**src/rtl/canctl_pkg.sv**
```systemverilog
package canctl_pkg;
  typedef struct packed {
    logic abort;
    logic ovl;
    logic tt_en;
    logic tt_sync;
    logic listen;
    logic test;
    logic enable;
    logic grst;
  } ctl_word_t;

  localparam int CTL_W = $bits(ctl_word_t);
endpackage

```
**src/rtl/cc_ctlreg.sv**
```systemverilog
module cc_ctlreg
  import canctl_pkg::*;
(
  input  logic      clk,
  input  logic      rst,
  input  logic      wr,
  input  ctl_word_t wdata,
  input  logic      ovl_start,
  output ctl_word_t ctl,
  output logic      reset_now,
  output logic      ctl_rst
);
  assign reset_now = rst | (wr & wdata.grst);

  always_ff @(posedge clk) begin
    if (reset_now) begin
      ctl <= '0;
    end else if (wr) begin
      ctl      <= wdata;
      ctl.grst <= 1'b0;
    end else if (ovl_start) begin
      ctl.ovl <= 1'b0;
    end
  end

  always_ff @(posedge clk) ctl_rst <= reset_now;


  grst_selfclr_chk: assert property (@(posedge clk) disable iff (rst)
    (wr && wdata.grst) |=> (ctl_rst && ctl == '0));

  ovl_hwclr_chk: assert property (@(posedge clk) disable iff (rst)
    (!wr && ovl_start) |=> !ctl.ovl);

  abort_sticky_chk: assert property (@(posedge clk) disable iff (rst)
    (ctl.abort && !wr) |=> ctl.abort);
endmodule

```
**src/rtl/cc_runseq.sv**
```systemverilog
module cc_runseq #(
  parameter int START_DLY = 2
) (
  input  logic clk,
  input  logic reset_now,
  input  logic en,
  input  logic busy,
  output logic run
);
  localparam int CW = $clog2(START_DLY + 1);
  localparam logic [CW-1:0] LAST = CW'(START_DLY - 1);

  logic [CW-1:0] cnt;

  always_ff @(posedge clk) begin
    if (reset_now) begin
      cnt <= '0;
      run <= 1'b0;
    end else begin
      if (!en)
        cnt <= '0;
      else if (cnt != LAST)
        cnt <= cnt + 1'b1;
      if (en && cnt == LAST)
        run <= 1'b1;
      else if (!en && !busy)
        run <= 1'b0;
    end
  end


  start_delay_chk: assert property (@(posedge clk) disable iff (reset_now)
    $rose(run) |-> ($past(en) && $past(en, 2)));

  stop_wait_chk: assert property (@(posedge clk) disable iff (reset_now)
    $fell(run) |-> ($past(!en && !busy) || $past(reset_now)));
endmodule

```
**src/rtl/cc_evtgen.sv**
```systemverilog
module cc_evtgen (
  input  logic clk,
  input  logic reset_now,
  input  logic abort,
  input  logic tt_en,
  input  logic tt_sync,
  input  logic sof,
  input  logic eof_last,
  output logic mbx_clr,
  output logic cap
);
  logic abt_prev;

  always_ff @(posedge clk) begin
    if (reset_now) begin
      abt_prev <= 1'b0;
      mbx_clr  <= 1'b0;
      cap      <= 1'b0;
    end else begin
      abt_prev <= abort;
      mbx_clr  <= abort & ~abt_prev;
      cap      <= tt_en & (tt_sync ? eof_last : sof);
    end
  end


  clr_pulse_chk: assert property (@(posedge clk) disable iff (reset_now)
    mbx_clr |=> !mbx_clr);

  cap_gate_chk: assert property (@(posedge clk) disable iff (reset_now)
    cap |-> $past(tt_en));

  cap_sel_chk: assert property (@(posedge clk) disable iff (reset_now)
    cap |-> $past(tt_sync ? eof_last : sof));
endmodule

```
**src/rtl/can_gctl_seq.sv**
```systemverilog
module can_gctl_seq
  import canctl_pkg::*;
#(
  parameter int START_DLY = 2
) (
  input  logic             clk,
  input  logic             rst,
  input  logic             bus_wr,
  input  logic [CTL_W-1:0] bus_wdata,
  output logic [CTL_W-1:0] bus_rdata,
  input  logic             eng_busy,
  input  logic             eng_sof,
  input  logic             eng_eof_last,
  input  logic             eng_ovl_start,
  output logic             mbx_en_clr,
  output logic             ctl_rst,
  output logic             clk_en,
  output logic             tx_force_rec,
  output logic             tt_capture,
  output logic             ovl_req,
  output logic             abort_req,
  output logic             listen_en
);
  ctl_word_t ctl;
  logic      reset_now;
  logic      run;

  cc_ctlreg u_reg (
    .clk       (clk),
    .rst       (rst),
    .wr        (bus_wr),
    .wdata     (ctl_word_t'(bus_wdata)),
    .ovl_start (eng_ovl_start),
    .ctl       (ctl),
    .reset_now (reset_now),
    .ctl_rst   (ctl_rst)
  );

  cc_runseq #(.START_DLY(START_DLY)) u_run (
    .clk       (clk),
    .reset_now (reset_now),
    .en        (ctl.enable),
    .busy      (eng_busy),
    .run       (run)
  );

  cc_evtgen u_evt (
    .clk       (clk),
    .reset_now (reset_now),
    .abort     (ctl.abort),
    .tt_en     (ctl.tt_en),
    .tt_sync   (ctl.tt_sync),
    .sof       (eng_sof),
    .eof_last  (eng_eof_last),
    .mbx_clr   (mbx_en_clr),
    .cap       (tt_capture)
  );

  assign bus_rdata    = ctl;
  assign clk_en       = run;
  assign tx_force_rec = ~run;
  assign ovl_req      = ctl.ovl;
  assign abort_req    = ctl.abort;
  assign listen_en    = ctl.listen;


  rec_inv_chk: assert property (@(posedge clk) disable iff (rst)
    tx_force_rec != clk_en);

  grst_rd0_chk: assert property (@(posedge clk) disable iff (rst)
    bus_wr |=> (bus_rdata[0] == 1'b0));
endmodule

```
**config.mk**
```make
export PLATFORM = sky130hd
export DESIGN_NAME = can_gctl_seq
export DESIGN_NICKNAME = d
export VERILOG_FILES = /design/src/rtl/canctl_pkg.sv /design/src/rtl/cc_ctlreg.sv /design/src/rtl/cc_runseq.sv /design/src/rtl/cc_evtgen.sv /design/src/rtl/can_gctl_seq.sv
export SDC_FILE = /design/constraint.sdc
export NUM_CORES = 1
export LEC_CHECK = 0
export BUFFER_PORTS_ARGS = -buffer_cell sky130_fd_sc_hd__clkbuf_2
export CORE_MARGIN = 5
export CORE_UTILIZATION = 40
export CTS_BUF_LIST = sky130_fd_sc_hd__clkbuf_8
export DETAILED_ROUTE_END_ITERATION = 7
export GPL_TIMING_DRIVEN = 0
export PLACE_DENSITY_LB_ADDON = 0.05
export SYNTH_ARGS = -nofsm -noshare
export SYNTH_HDL_FRONTEND = slang
export SYNTH_SLANG_ARGS = --single-unit
export TNS_END_PERCENT = 50
```
**constraint.sdc**
```tcl
create_clock -name clk -period 2.9 [get_ports clk]
set_input_delay 0 -clock clk [delete_from_list [all_inputs] [get_ports clk]]
set_output_delay 0 -clock clk [all_outputs]
set_load 0.02 [all_outputs]
```
Yosys cells after proc, flatten, opt, wreduce, memory -nomap -nowiden
Cells that the tools add are included.
- bits in registers: 14
- output and inout bits: 16
- input bits: 15
- multiplexer cells: 5
- add/subtract/negate cells: 1
- equality and inequality tests: 2
- reductions and logical operators: 7
- bitwise operators: 7
- operator list (kind ; count):
    two-way mux 1 bit ; 5
    nonzero test 2 bit ; 2
    AND 1 bit ; 3
    NOT 1 bit ; 3
    adder 2 x 1 -> 2 bit (second input constant) ; 1
    equality test 2 x 1 -> 1 bit (second input constant) ; 1
    logical AND 1 bit ; 2
    logical NOT 1 bit ; 2
    != test 2 x 1 -> 1 bit (second input constant) ; 1
    OR reduction 2 bit ; 1
    OR 1 bit ; 1

Logic depth before layout (Yosys ltp)
- depth after elaboration: 4
- mapped depth: 5
- gate-level depth less buffers: 4

Cells and area by module
From an unflattened synthesis, not the netlist that was laid out.
- cells, all modules: 63
- area, all modules: 620.6 um^2
- by module, submodules not included (module ; area an instance (um^2) ; cells an instance ; instances):
    cc_ctlreg ; 332.8 ; 36 ; 1
    cc_runseq ; 162.7 ; 16 ; 1
    cc_evtgen ; 98.8 ; 7 ; 1
    can_gctl_seq ; 26.3 ; 4 ; 1

Worst setup path before layout
OpenSTA, ideal clock, no wires.
- path type: reg2reg
- start: register u_run.cnt[1]
- end: register u_run.cnt[1]
- library setup time: 100 ps
- clock period less this slack: 1091 ps
- buffers on the path: 0
- arrival time: 992 ps
- setup slack: 1809 ps
- data required time: 2800 ps
- stages on the path, launching flop included: 5
- path through: dfxtp_1 -> inv_1 -> ha_1 -> nor2b_1 -> a2111oi_4
- cells in the longest elaborated chain, start to end: 1
- RTL lines (element ; RTL line ; RTL):
    from (decl) ; cc_runseq.sv:13 ; logic [CW-1:0] cnt;
    from (signal assigned) ; cc_runseq.sv:23 ; cnt <= cnt + 1'b1;
    adder 2 x 1 -> 2 bit or != test 2 x 1 -> 1 bit (tied branches) ; cc_runseq.sv:23, cc_runseq.sv:22 ;
Several ways; a longest one is shown, not always the timed one.
A chain may end at the register's enable or synchronous reset.

Final worst setup path
Ends and elaborated chain as after synthesis.

==> impl_metrics.yaml <==
global_route:
  grt_pass1_vias: 479
  grt_pass1_wl_um: 1959
  grt_util_all_layers_pct: 10.49
  antenna_found_initial: 0
  grt_overflow: 0
  grt_max_degree: 11
setup_path:
  worst_setup_path_start_kind: "register"
  worst-path-max-fanout: 2
  worstSetupEndpointType: "register"
  arrival_ns: 1.28
  cp.required_ns: 3.05
  crit_type: "reg2reg"
clock_tree:
  cts.sinks: 14
  cts.clk_slew.worst_paths_ns: 0.05
  clock_path_buffers: 2
  clock_latency_ns: 0.24
  cts_tree: "built"
  cts_made_buffers: 3
  cts_root_buf: "clkbuf_8"
  htree_levels: 1
timing:
  fmax_mhz: 881.5
  rsz0062_at_grt: "false"
  layout_min_cycle_time_ns: 1.134
  setup_viol: 0
  holdWs_ns: -0.0008929
  final-max-slew-violation-count: 0
  period_share_pct: 39.12
  hold_viol: 1
  clock_skew_ns: 0.0002806
  timing.setup.tns_ns: 0
synth:
  netlist_top_cells_count: "14 x dfxtp_1, 7 x buf_4, 6 x mux2i_1, 6 x nor2_1, 3 x inv_1"
  synth_cells: 56
  yosysSeqAreaShare_pct: 46.38
  synth_edf_count: 0
  ys_warn_count: 0
  synthesis.nets: 72
  synth.distinct_cells: 23
  synth-main-ff-cell: "dfxtp_1"
  syn_area_um2: 604.3
  avgSynthCellArea_um2: 10.79
  yosys-top-cells-area: "dfxtp_1 46%, mux2i_1 9.9%, buf_4 8.7%, a2111oi_4 4.6%, buf_6 3.7%"
  yosys.area.top_type: "dfxtp_1"
  synth_most_common_cell: "dfxtp_1"
  synth.top_cell.area_share_pct: 46.38
  async_flop_share_pct: 0
  synth-seq-cells: 14
layout:
  drive_above_1_share_pct: 50.55
  final_nets: 109
  syn2layout_area_growth_pct: 39.96
  num_antenna_cells: 0
flow_run:
  max-cap-violations: 0
run_status:
  violations: "hold timing"
  status: "finished with violations"
routing:
  dr_total_vias: 462
  routedWlPerCell_um: 10.64
  postRouteAntennaNets: 0
  drc: 0
  wirelength_um: 1139
  vias_per_cell: 4.318
  drt_pass1_iterations: 1
  first_iter_violations: 0
power_and_ir_drop:
  power.leakage_nw: 0.4179
  vdd_drop_max_uv: 296.4
  power.density_mw_per_mm2: 501.3
die:
  coreArea_mm2: 0.001471
  num_rows: 14
  die_x_um: 48.87
  die-area_mm2: 0.002388
  start_util_pct: 41.07
  ioPinCount: 31
  die_y_um: 48.87
placed_design:
  dp_hpwl_um: 874.9
  io_buffers: 28
  place.gp.congestion: 0.6657
hold_path:
  hp-class: "in2reg"
logic make-up after synthesis:
| family | Yosys count | share of synthesized area (%) |
|---|---|---|
| simple gates | 14 | 12.43 |
| xor+xnor | 1 | 1.450 |
| other cells | 1 | 0.6205 |
| compound gates | 5 | 10.35 |
| mux | 7 | 11.80 |
| flops | 14 | 46.38 |
| buf+inv | 13 | 14.91 |
| fa+ha+maj | 1 | 2.070 |
power breakdown:
group	internal (mW)	leakage [nW]	switching [mW]
combinational	0.0328	0.282	0.0325
clock	0.0917	0.0216	0.0631
sequential	0.200	0.114	0.00428
per-layer routing:
layer | routed length, um | global-route usage (%) | vias up
met5 | 0 | 0 | -
met4 | 27 | 6.726 | 0
met3 | 129 | 5.810 | 3
met2 | 536 | 17.17 | 19
met1 | 446 | 10.00 | 198
li1 | - | - | 242
sequential cells by signal (all words and copies together) (netlist names):
signal	flops
u_evt.cap	1
u_run.cnt	2
u_evt.abt_prev	1
u_run.run	1
u_reg.ctl_rst	1
u_reg.ctl	7
u_evt.mbx_clr	1
layout by cell type (no fill, tap or decap):
cell           count
nor3_2             1
inv_2              1
nor2_1             6
and3_1             1
inv_1              3
buf_4              7
nor3b_1            1
dfxtp_1           14
and2_1             1
or3b_1             1
mux2_2             1
a21oi_2            1
clkbuf_8           3
dlygate4sd3_1      4
a21oi_4            1
o21ai_0            1
clkbuf_2          28
buf_6              2
conb_1             1
a21oi_1            1
nor2b_1            1
xor2_1             1
ha_1               1
nand2_1            2
mux2i_1            6
a2111oi_4          1
critical path, cell delays in order, from the launching register on:
cell and delay, ns:
dfxtp_1 0.30, inv_1 0.07, ha_1 0.26, nor2b_1 0.15, a2111oi_4 0.26
repair_timing:
| action | CTS | global route |
|---|---|---|
| endpoints found under the hold margin | 4 | 0 |
| setup buffers | 0 | 0 |
| gates resized for setup | 0 | 0 |
| hold buffers | 4 | 0 |
area by class of cell:
cell class              count  area (um2)
plain buffers               9       75.07
multi-input cells          29       234.0
fillers                   137       625.6
inverters                   4       15.01
repair buffers             32       180.2
clock buffers               3       41.29
well taps                  16       20.02
flip-flops and latches     14       280.3
final timing paths:
check,start,cells past startpoint,slack (ns),endpoint
setup / recovery,u_run.cnt[1],4,1.77,u_run.cnt[1]
hold / removal,bus_wdata[3],3,-0.0009,u_reg.ctl[3]
hold reg to reg,u_evt.abt_prev,1,0.39,u_evt.mbx_clr
setup reg to reg,u_run.cnt[1],4,1.77,u_run.cnt[1]
metrics by stage:
stage                     std cells  instance area, um2  power (mW)  utilization, %  worst slack [ns]
after global placement          100               764.5      0.2696           51.96             1.780
after floorplan                  56               604.3      0.2490               -             1.809
after CTS                       107               845.8      0.4308           57.48             1.757
after detailed placement        100               764.5      0.2700           51.96             1.771
final                           107               845.8      0.4240           57.48             1.766
after global routing            107               845.8      0.4447           57.48             1.680
No activity file was read; power rests on OpenSTA's default activity.
